==> src/rtl/gcd_cc_pkg.sv <==
package gcd_cc_pkg;
  typedef enum logic [0:0] {
    ST_IDLE = 1'b0,
    ST_RUN  = 1'b1
  } gcd_state_e;
endpackage

==> src/rtl/gcd_cc_base.sv <==
// Ordinary step: the larger operand is reduced by the smaller one.
module gcd_cc_base #(
  parameter int W = 8
) (
  input  logic [W-1:0] x_i,
  input  logic [W-1:0] y_i,
  output logic [W-1:0] x_nx_o,
  output logic [W-1:0] y_nx_o
);
  logic x_gt;

  always_comb begin
    x_gt   = (x_i > y_i);
    x_nx_o = x_gt ? (x_i - y_i) : x_i;
    y_nx_o = x_gt ? y_i : (y_i - x_i);
  end
endmodule

==> src/rtl/gcd_cc_fast.sv <==
// Shortcut step: take x - 4y when that difference is strictly positive.
module gcd_cc_fast #(
  parameter int W = 8
) (
  input  logic [W-1:0] x_i,
  input  logic [W-1:0] y_i,
  output logic         hit_o,
  output logic [W-1:0] x_nx_o
);
  localparam int TW = W + 3;  // holds 4*y plus a sign bit
  logic [TW-1:0] diff;

  always_comb begin
    diff   = {3'b000, x_i} - {1'b0, y_i, 2'b00};
    hit_o  = !diff[TW-1] && (diff != '0);
    x_nx_o = diff[W-1:0];
  end
endmodule

==> src/rtl/gcd_cc_unit.sv <==
module gcd_cc_unit
  import gcd_cc_pkg::*;
#(
  parameter int W       = 8,
  parameter bit FAST_EN = 1'b1
) (
  input  logic         clk,
  input  logic         rst_n,
  input  logic         start_i,
  input  logic [W-1:0] a_i,
  input  logic [W-1:0] b_i,
  output logic         ready_o,
  output logic [W-1:0] result_o,
  output logic         done_o,
  output logic         fast_o
);
  gcd_state_e  state_q, state_d;
  logic [W-1:0] x_q, x_d, y_q, y_d;
  logic [W-1:0] res_q, res_d;
  logic         done_q, done_d;
  logic         x_en, res_en;

  logic [W-1:0] base_x, base_y;
  logic         cc_hit;
  logic [W-1:0] cc_x;
  logic         finish;

  gcd_cc_base #(.W(W)) base_i (
    .x_i(x_q), .y_i(y_q), .x_nx_o(base_x), .y_nx_o(base_y)
  );

  generate
    if (FAST_EN) begin : g_fast
      gcd_cc_fast #(.W(W)) fast_i (
        .x_i(x_q), .y_i(y_q), .hit_o(cc_hit), .x_nx_o(cc_x)
      );
    end else begin : g_nofast
      assign cc_hit = 1'b0;
      assign cc_x   = x_q;
    end
  endgenerate

  // next state
  always_comb begin
    state_d = state_q;
    x_d     = x_q;
    y_d     = y_q;
    res_d   = res_q;
    done_d  = 1'b0;
    x_en    = 1'b0;
    res_en  = 1'b0;
    finish  = (x_q == '0) || (y_q == '0) || (x_q == y_q);
    unique case (state_q)
      ST_IDLE: begin
        if (start_i) begin
          x_en    = 1'b1;
          x_d     = a_i;
          y_d     = b_i;
          state_d = ST_RUN;
        end
      end
      ST_RUN: begin
        if (finish) begin
          res_en  = 1'b1;
          res_d   = x_q | y_q;  // zero operand -> the other one; equal -> x
          done_d  = 1'b1;
          state_d = ST_IDLE;
        end else begin
          x_en = 1'b1;
          if (cc_hit) begin
            x_d = cc_x;
          end else begin
            x_d = base_x;
            y_d = base_y;
          end
        end
      end
      default: state_d = ST_IDLE;
    endcase
  end

  // registers
  always_ff @(posedge clk or negedge rst_n) begin
    if (!rst_n) begin
      state_q <= ST_IDLE;
      done_q  <= 1'b0;
      res_q   <= '0;
      x_q     <= '0;
      y_q     <= '0;
    end else begin
      state_q <= state_d;
      done_q  <= done_d;
      if (res_en) res_q <= res_d;
      if (x_en) begin
        x_q <= x_d;
        y_q <= y_d;
      end
    end
  end

  assign ready_o  = (state_q == ST_IDLE);
  assign result_o = res_q;
  assign done_o   = done_q;
  assign fast_o   = (state_q == ST_RUN) && !finish && cc_hit;
endmodule

==> config.mk <==
export PLATFORM = sky130hd
export DESIGN_NAME = gcd_cc_unit
export DESIGN_NICKNAME = d
export VERILOG_FILES = /design/src/rtl/gcd_cc_pkg.sv /design/src/rtl/gcd_cc_base.sv /design/src/rtl/gcd_cc_fast.sv /design/src/rtl/gcd_cc_unit.sv
export SDC_FILE = /design/constraint.sdc
export NUM_CORES = 1
export LEC_CHECK = 0
export BUFFER_PORTS_ARGS = -buffer_cell sky130_fd_sc_hd__clkbuf_2
export CELL_PAD_IN_SITES_DETAIL_PLACEMENT = 0
export CELL_PAD_IN_SITES_GLOBAL_PLACEMENT = 1
export CORE_ASPECT_RATIO = 1.75
export CORE_MARGIN = 8
export CORE_UTILIZATION = 40
export CTS_CLUSTER_SIZE = 14
export DETAILED_ROUTE_END_ITERATION = 8
export PLACE_DENSITY = 0.8
export SLEW_MARGIN = 20
export SYNTH_ARGS = -nofsm -noshare
export SYNTH_HDL_FRONTEND = slang
export SYNTH_SLANG_ARGS = --single-unit
export TNS_END_PERCENT = 5
==> constraint.sdc <==
create_clock -name clk -period 3 [get_ports clk]
set_clock_uncertainty 0.05 [all_clocks]
set_input_delay 0.9 -clock clk [delete_from_list [all_inputs] [get_ports clk]]
set_output_delay 0.9 -clock clk [all_outputs]
set_load 0.01 [all_outputs]
### Yosys cells after proc, flatten, opt, wreduce, memory -nomap -nowiden

Cells that the tools add are included.

| storage, ports and cells | value |
|---|---|
| flip-flop bits (word level) | 26 |
| bits in latches | 0 |
| bits in writable memories | 0 |
| memory bits (read-only) | 0 |
| input port bits | 19 |
| output and inout bits | 11 |
| word-level logic and storage cells | 45 |
| memories | 0 |

| operators by class | value |
|---|---|
| add/sub/neg operators | 3 |
| $mul | 0 |
| div/mod/pow operators | 0 |
| magnitude comparators | 1 |
| eq/ne operators | 6 |
| shifts and indexed selects | 0 |
| mux-type cells | 15 |
| bitwise operators | 2 |
| reduce and logical (&&, ||, !) cells | 13 |

Operators with widths:

| kind | count |
|---|---|
| two-way mux 8 bit | 8 |
| case mux 8 bit (2 select lines) | 2 |
| logical NOT 8 bit | 2 |
| subtractor 8 bit | 2 |
| nonzero test 11 bit | 1 |
| subtractor 8 x 10 -> 11 bit | 1 |
| equality test 8 bit | 1 |
| > comparator 8 bit | 1 |
| inequality test 2 bit, second input constant | 4 |
| OR 8 bit | 1 |
| AND reduction 5 bit | 1 |
| two-way mux 1 bit | 4 |
| AND reduction 4 bit | 1 |
| logical AND 1 bit | 3 |
| inequality test 3 x 1 -> 1 bit, second input constant | 1 |
| AND reduction 3 bit | 1 |
| logical NOT 1 bit | 2 |
| logical OR 1 bit | 2 |
| case mux 1 bit (2 select lines) | 1 |
| inverter 1 bit | 1 |

### Depth between registers and ports, before layout

| depth | value |
|---|---|
| depth in word-level cells | 6 |
| mapped depth | 11 |
| depth with buffers taken out | 10 |

### Hierarchy

A second synthesis with hierarchy kept.

| unflattened totals | value |
|---|---|
| cells, all modules | 325 |
| area total of the unflattened synthesis | 2740.1 um^2 |

Modules (own cells, without submodules):

| module | times used | cells each | area an instance (um^2) | sequential area each (um^2) |
|---|---|---|---|---|
| gcd_cc_unit | 1 | 149 | 1461.4 | 650.6 |
| gcd_cc_base | 1 | 135 | 959.7 | 0.0 |
| gcd_cc_fast | 1 | 41 | 319.1 | 0.0 |

### Least setup slack after synthesis

OpenSTA, ideal clock, no wires.

| timing | value |
|---|---|
| path type | register -> output |
| start point | register x_q[2] |
| end point | output port fast_o |
| arrival time | 2.162 ns |
| data required time | 2.050 ns |
| slack | -0.112 ns |
| stages on the path, launching flop included | 10 |
| path buffers | 1 |
| cell sequence | dfrtp_1 -> inv_1 -> ha_1 -> fa_1 -> nand2b_1 -> a21oi_1 -> xor2_1 -> a2111oi_4 -> buf_4 -> nor3_1 |

| on the way | value |
|---|---|
| cells in the longest elaborated chain, start to end | 6 |
| elaborated cells on any way between the ends | 11 |
| classes of those cells | add/sub (1); eq/ne (1); reduce/logical (9) |

RTL lines:

| item | RTL line | RTL |
|---|---|---|
| start: declaration | gcd_cc_unit.sv:18 | `logic [W-1:0] x_q, x_d, y_q, y_d;` |
| start signal: assignment | gcd_cc_unit.sv:88 | `x_q <= '0;` |
| start signal: assignment | gcd_cc_unit.sv:95 | `x_q <= x_d;` |
| branches (longest 5 deep; another with subtractor 8 x 10 -> 11 bit) | -- |  |
| logical AND 1 bit * | gcd_cc_unit.sv:104 | `assign fast_o = (state_q == ST_RUN) && !finish && cc_hit;` |
| end: declaration | gcd_cc_unit.sv:15 | `output logic fast_o` |

Every way passes the cells marked *.

### Final worst setup path

| timing | value |
|---|---|
| start point | register y_q[0] |
| end point | output port fast_o |

| on the way | value |
|---|---|
| cells in the longest elaborated chain, start to end | 6 |
| elaborated cells on any way between the ends | 11 |
| classes of those cells | add/sub (1); eq/ne (1); reduce/logical (9) |

RTL lines:

| item | RTL line | RTL |
|---|---|---|
| start: declaration | gcd_cc_unit.sv:18 |  |
| start signal: assignment | gcd_cc_unit.sv:96 | `y_q <= y_d;` |
| branches (longest 5 deep; another with subtractor 8 x 10 -> 11 bit) | -- |  |
| logical AND 1 bit * | gcd_cc_unit.sv:104 |  |

Marks and branches as above.

==> qor.yml <==
status:
  run_status: "complete, but fails checks"
  failed_checks: "setup timing"
floorplanning:
  core-area_um2: 6133
  ioPinCount: 30
  design.die.area_um2: 9161
  num_rows: 38
  start_util_pct: 40.90
  floorplan.die.height_um: 120.8
  chipWidth_um: 75.87
worst_setup_path:
  critPathArrivalTime_ns: 2.23
  critical_path_sink_type: "primary output"
  critPathMaxFanout: 2
  worst-endpoint-required_ns: 2.05
  timing.critical_path.slowest_stage_cell: "sky130_fd_sc_hd__dfrtp_1"
  crit_path_cell_trace: "ha_2 > fa_2 > xnor2_1 > nor3_1 > nand4_1 > a2111oi_4 > nor3_2 > clkbuf_2"
  cp_num_buf_inv: 1
  start_kind: "flop"
  path_class: "reg -> out"
  critical-path-top-delay-family: "adder cells"
  critical_path_max_stage_delay_ns: 0.40
timing:
  period_minus_slack_ns: 3.183
  post-route-worst-setup-slack_ns: -0.1831
  fin_tns_setup_ns: -0.1831
  rsz0062_at_grt: "true"
  setup_viol_count_final: 1
  final-hold-violation-count: 0
  max-slew-margin-rel_pct: 51.77
  fmax_mhz: 314.2
  worstMarginPinSlew_ns: 0.7235
  hold_ws_ns: 0.4348
  report.final.slew_viol_count: 0
  layout_worst_path_cycle_share_pct: 106.1
clock_tree:
  cts_root_buf: "sky130_fd_sc_hd__clkbuf_8"
  cts.hold.buffers_added: 0
  tritoncts: "done"
  cts_sinks: 26
  h-tree-depth: 1
  cts_made_buffers: 3
  clk_pin_slew_worst_paths_ns: 0.10
  cts.path.max_buffers: 2
  clkLatencyLatePin_ns: 0.28
placement:
  place_ws_ns: 0.06723
  place.detailed.hpwl_mm: 6.264
  global_placer_s_final_weighted_congestion: 0.9544
  io_buffer_count: 29
yosys:
  synth-edff-count: 0
  yosysSeqAreaShare_pct: 25.94
  postSynthCellCount: 287
  postSynthRegisterBits: 26
  syn-cell-area_um2: 2509
  avgSynthCellArea_um2: 8.741
  synth_nets: 338
  synth_top_flop_cell: "sky130_fd_sc_hd__dfrtp_1"
  synthArstFlopShare_pct: 100.0
  synthesis.yosys.warnings: 0
  ys_types: 52
grt:
  grt_util_all_layers_pct: 18.30
  grt_max_degree: 27
  number_of_antenna_violations_at_the_first_check_in_global_routing: 0
  number_of_global_route_vias_before_repair: 2488
  grt_first_pass_wirelength_mm: 12.59
  total_overflow_reported_by_the_global_router: 0
detailed_routing:
  number_of_drc_markers_after_the_initial_detailed_route_iteration: 121
  ant_nets: 0
  dr.pass1.iters: 4
  routed_wirelength_mm: 7.871
  drc_errors: 0
  wire_per_inst_um: 18.70
  vias_per_cell: 5.527
  vias: 2327
hold_path:
  hold_class: "reg -> reg"
final_layout:
  diodes: 0
  final_cell_mix: "33 x sky130_fd_sc_hd__buf_4, 29 x sky130_fd_sc_hd__clkbuf_2, 27 x sky130_fd_sc_hd__ha_1, 25 x sky130_fd_sc_hd__inv_1, 25 x sky130_fd_sc_hd__dfrtp_1"
  layout-drive-gt1-share_pct: 26.10
  layout.cells.most_common: "sky130_fd_sc_hd__buf_4"
  nNetsFinal: 393
  syn_to_final_growth_pct: 21.25
job:
  max_cap_violations: 0
## cells in the mapped netlist, types with 7 or more instances
master                     count  area (um2)
sky130_fd_sc_hd__a21oi_1      18       90.09
sky130_fd_sc_hd__clkbuf_1      7       26.28
sky130_fd_sc_hd__dfrtp_1      26       650.6
sky130_fd_sc_hd__ha_1         29       362.9
sky130_fd_sc_hd__inv_1        25       93.84
sky130_fd_sc_hd__nand2_1      21       78.83
sky130_fd_sc_hd__nand2b_1      8       50.05
sky130_fd_sc_hd__nand3_1       7       35.03
sky130_fd_sc_hd__nor2_1       22       82.58
sky130_fd_sc_hd__nor3_1        8       40.04
sky130_fd_sc_hd__o21ai_0      15       75.07
sky130_fd_sc_hd__xnor2_1       7       61.31
## metrics by stage
stage	util, %	instance area [um2]	cells
after floorplan	-	2516	287
after global placement	47.12	2890	410
after detailed placement	47.12	2890	410
after CTS	49.10	3012	417
after global routing	49.59	3042	421
final	49.59	3042	421
## flip-flops by register name (all words and copies together) (netlist names)
name,cells
y_q,8
result_o,8
state_q,1
done_o,1
x_q,8
## layer usage
| layer | vias to the layer above | global-route usage [%] | wire length, um |
|---|---|---|---|
| li1 | 1123 | - | - |
| met1 | 1096 | 19.35 | 2906 |
| met2 | 78 | 32.36 | 4227 |
| met3 | 30 | 0.7463 | 210 |
| met4 | 0 | 13.32 | 527 |
| met5 | - | 0 | 0 |
## worst register-to-register path: cells and delay by family (launching register included)
kind | cells | cell delay (ns)
adder cells (fa/ha/maj) | 1 | 0.30
AND/OR/NAND/NOR | 1 | 0.20
buffers and inverters | 2 | 0.39
AO/OA/AOI/OAI | 4 | 0.99
multiplexers | 1 | 0.34
flip-flops | 1 | 0.42
## final cells by class
| cell class | instances | area [um2] |
|---|---|---|
| well taps | 80 | 100.1 |
| fillers | 595 | 3092 |
| flip-flops and latches | 26 | 651.9 |
| multi-input cells | 223 | 1728 |
| repair buffers | 62 | 392.9 |
| inverters | 26 | 97.59 |
| clock inverters | 1 | 30.03 |
| clock buffers | 3 | 41.29 |
## final timing paths
kind,startpoint,to,slack [ns],cells after the start
setup / recovery,y_q[0],fast_o,-0.18,8
hold / removal,result_o[5],result_o[5],0.43,2
setup reg to reg,y_q[2],y_q[6],0.20,9
hold reg to reg,result_o[5],result_o[5],0.43,2
max in group asynchronous,rst_n,y_q[1],1.80,1
min in group asynchronous,rst_n,y_q[6],0.60,1
## what timing repair did
item	in CTS	in global routing
resized for setup	6	0
buffers inserted	3	4
endpoints found under the setup margin	1	1
pin swaps	3	2
endpoints found under the hold margin	0	0
## kinds of logic (layout without fill, tap and decap cells)
logic type / after synthesis / count (layout) / synth area share [%]
flops: 26 / 26 / 25.94
buf+inv: 38 / 92 / 6.534
compound gates: 82 / 82 / 23.99
mux: 11 / 11 / 5.387
xor+xnor: 11 / 11 / 3.840
fa+ha+maj: 32 / 32 / 16.86
simple gates: 87 / 87 / 17.46
Power is left out: the tool's default activity adds up to more than one toggle a clock period on the data nets, which glitch-free logic cannot reach.
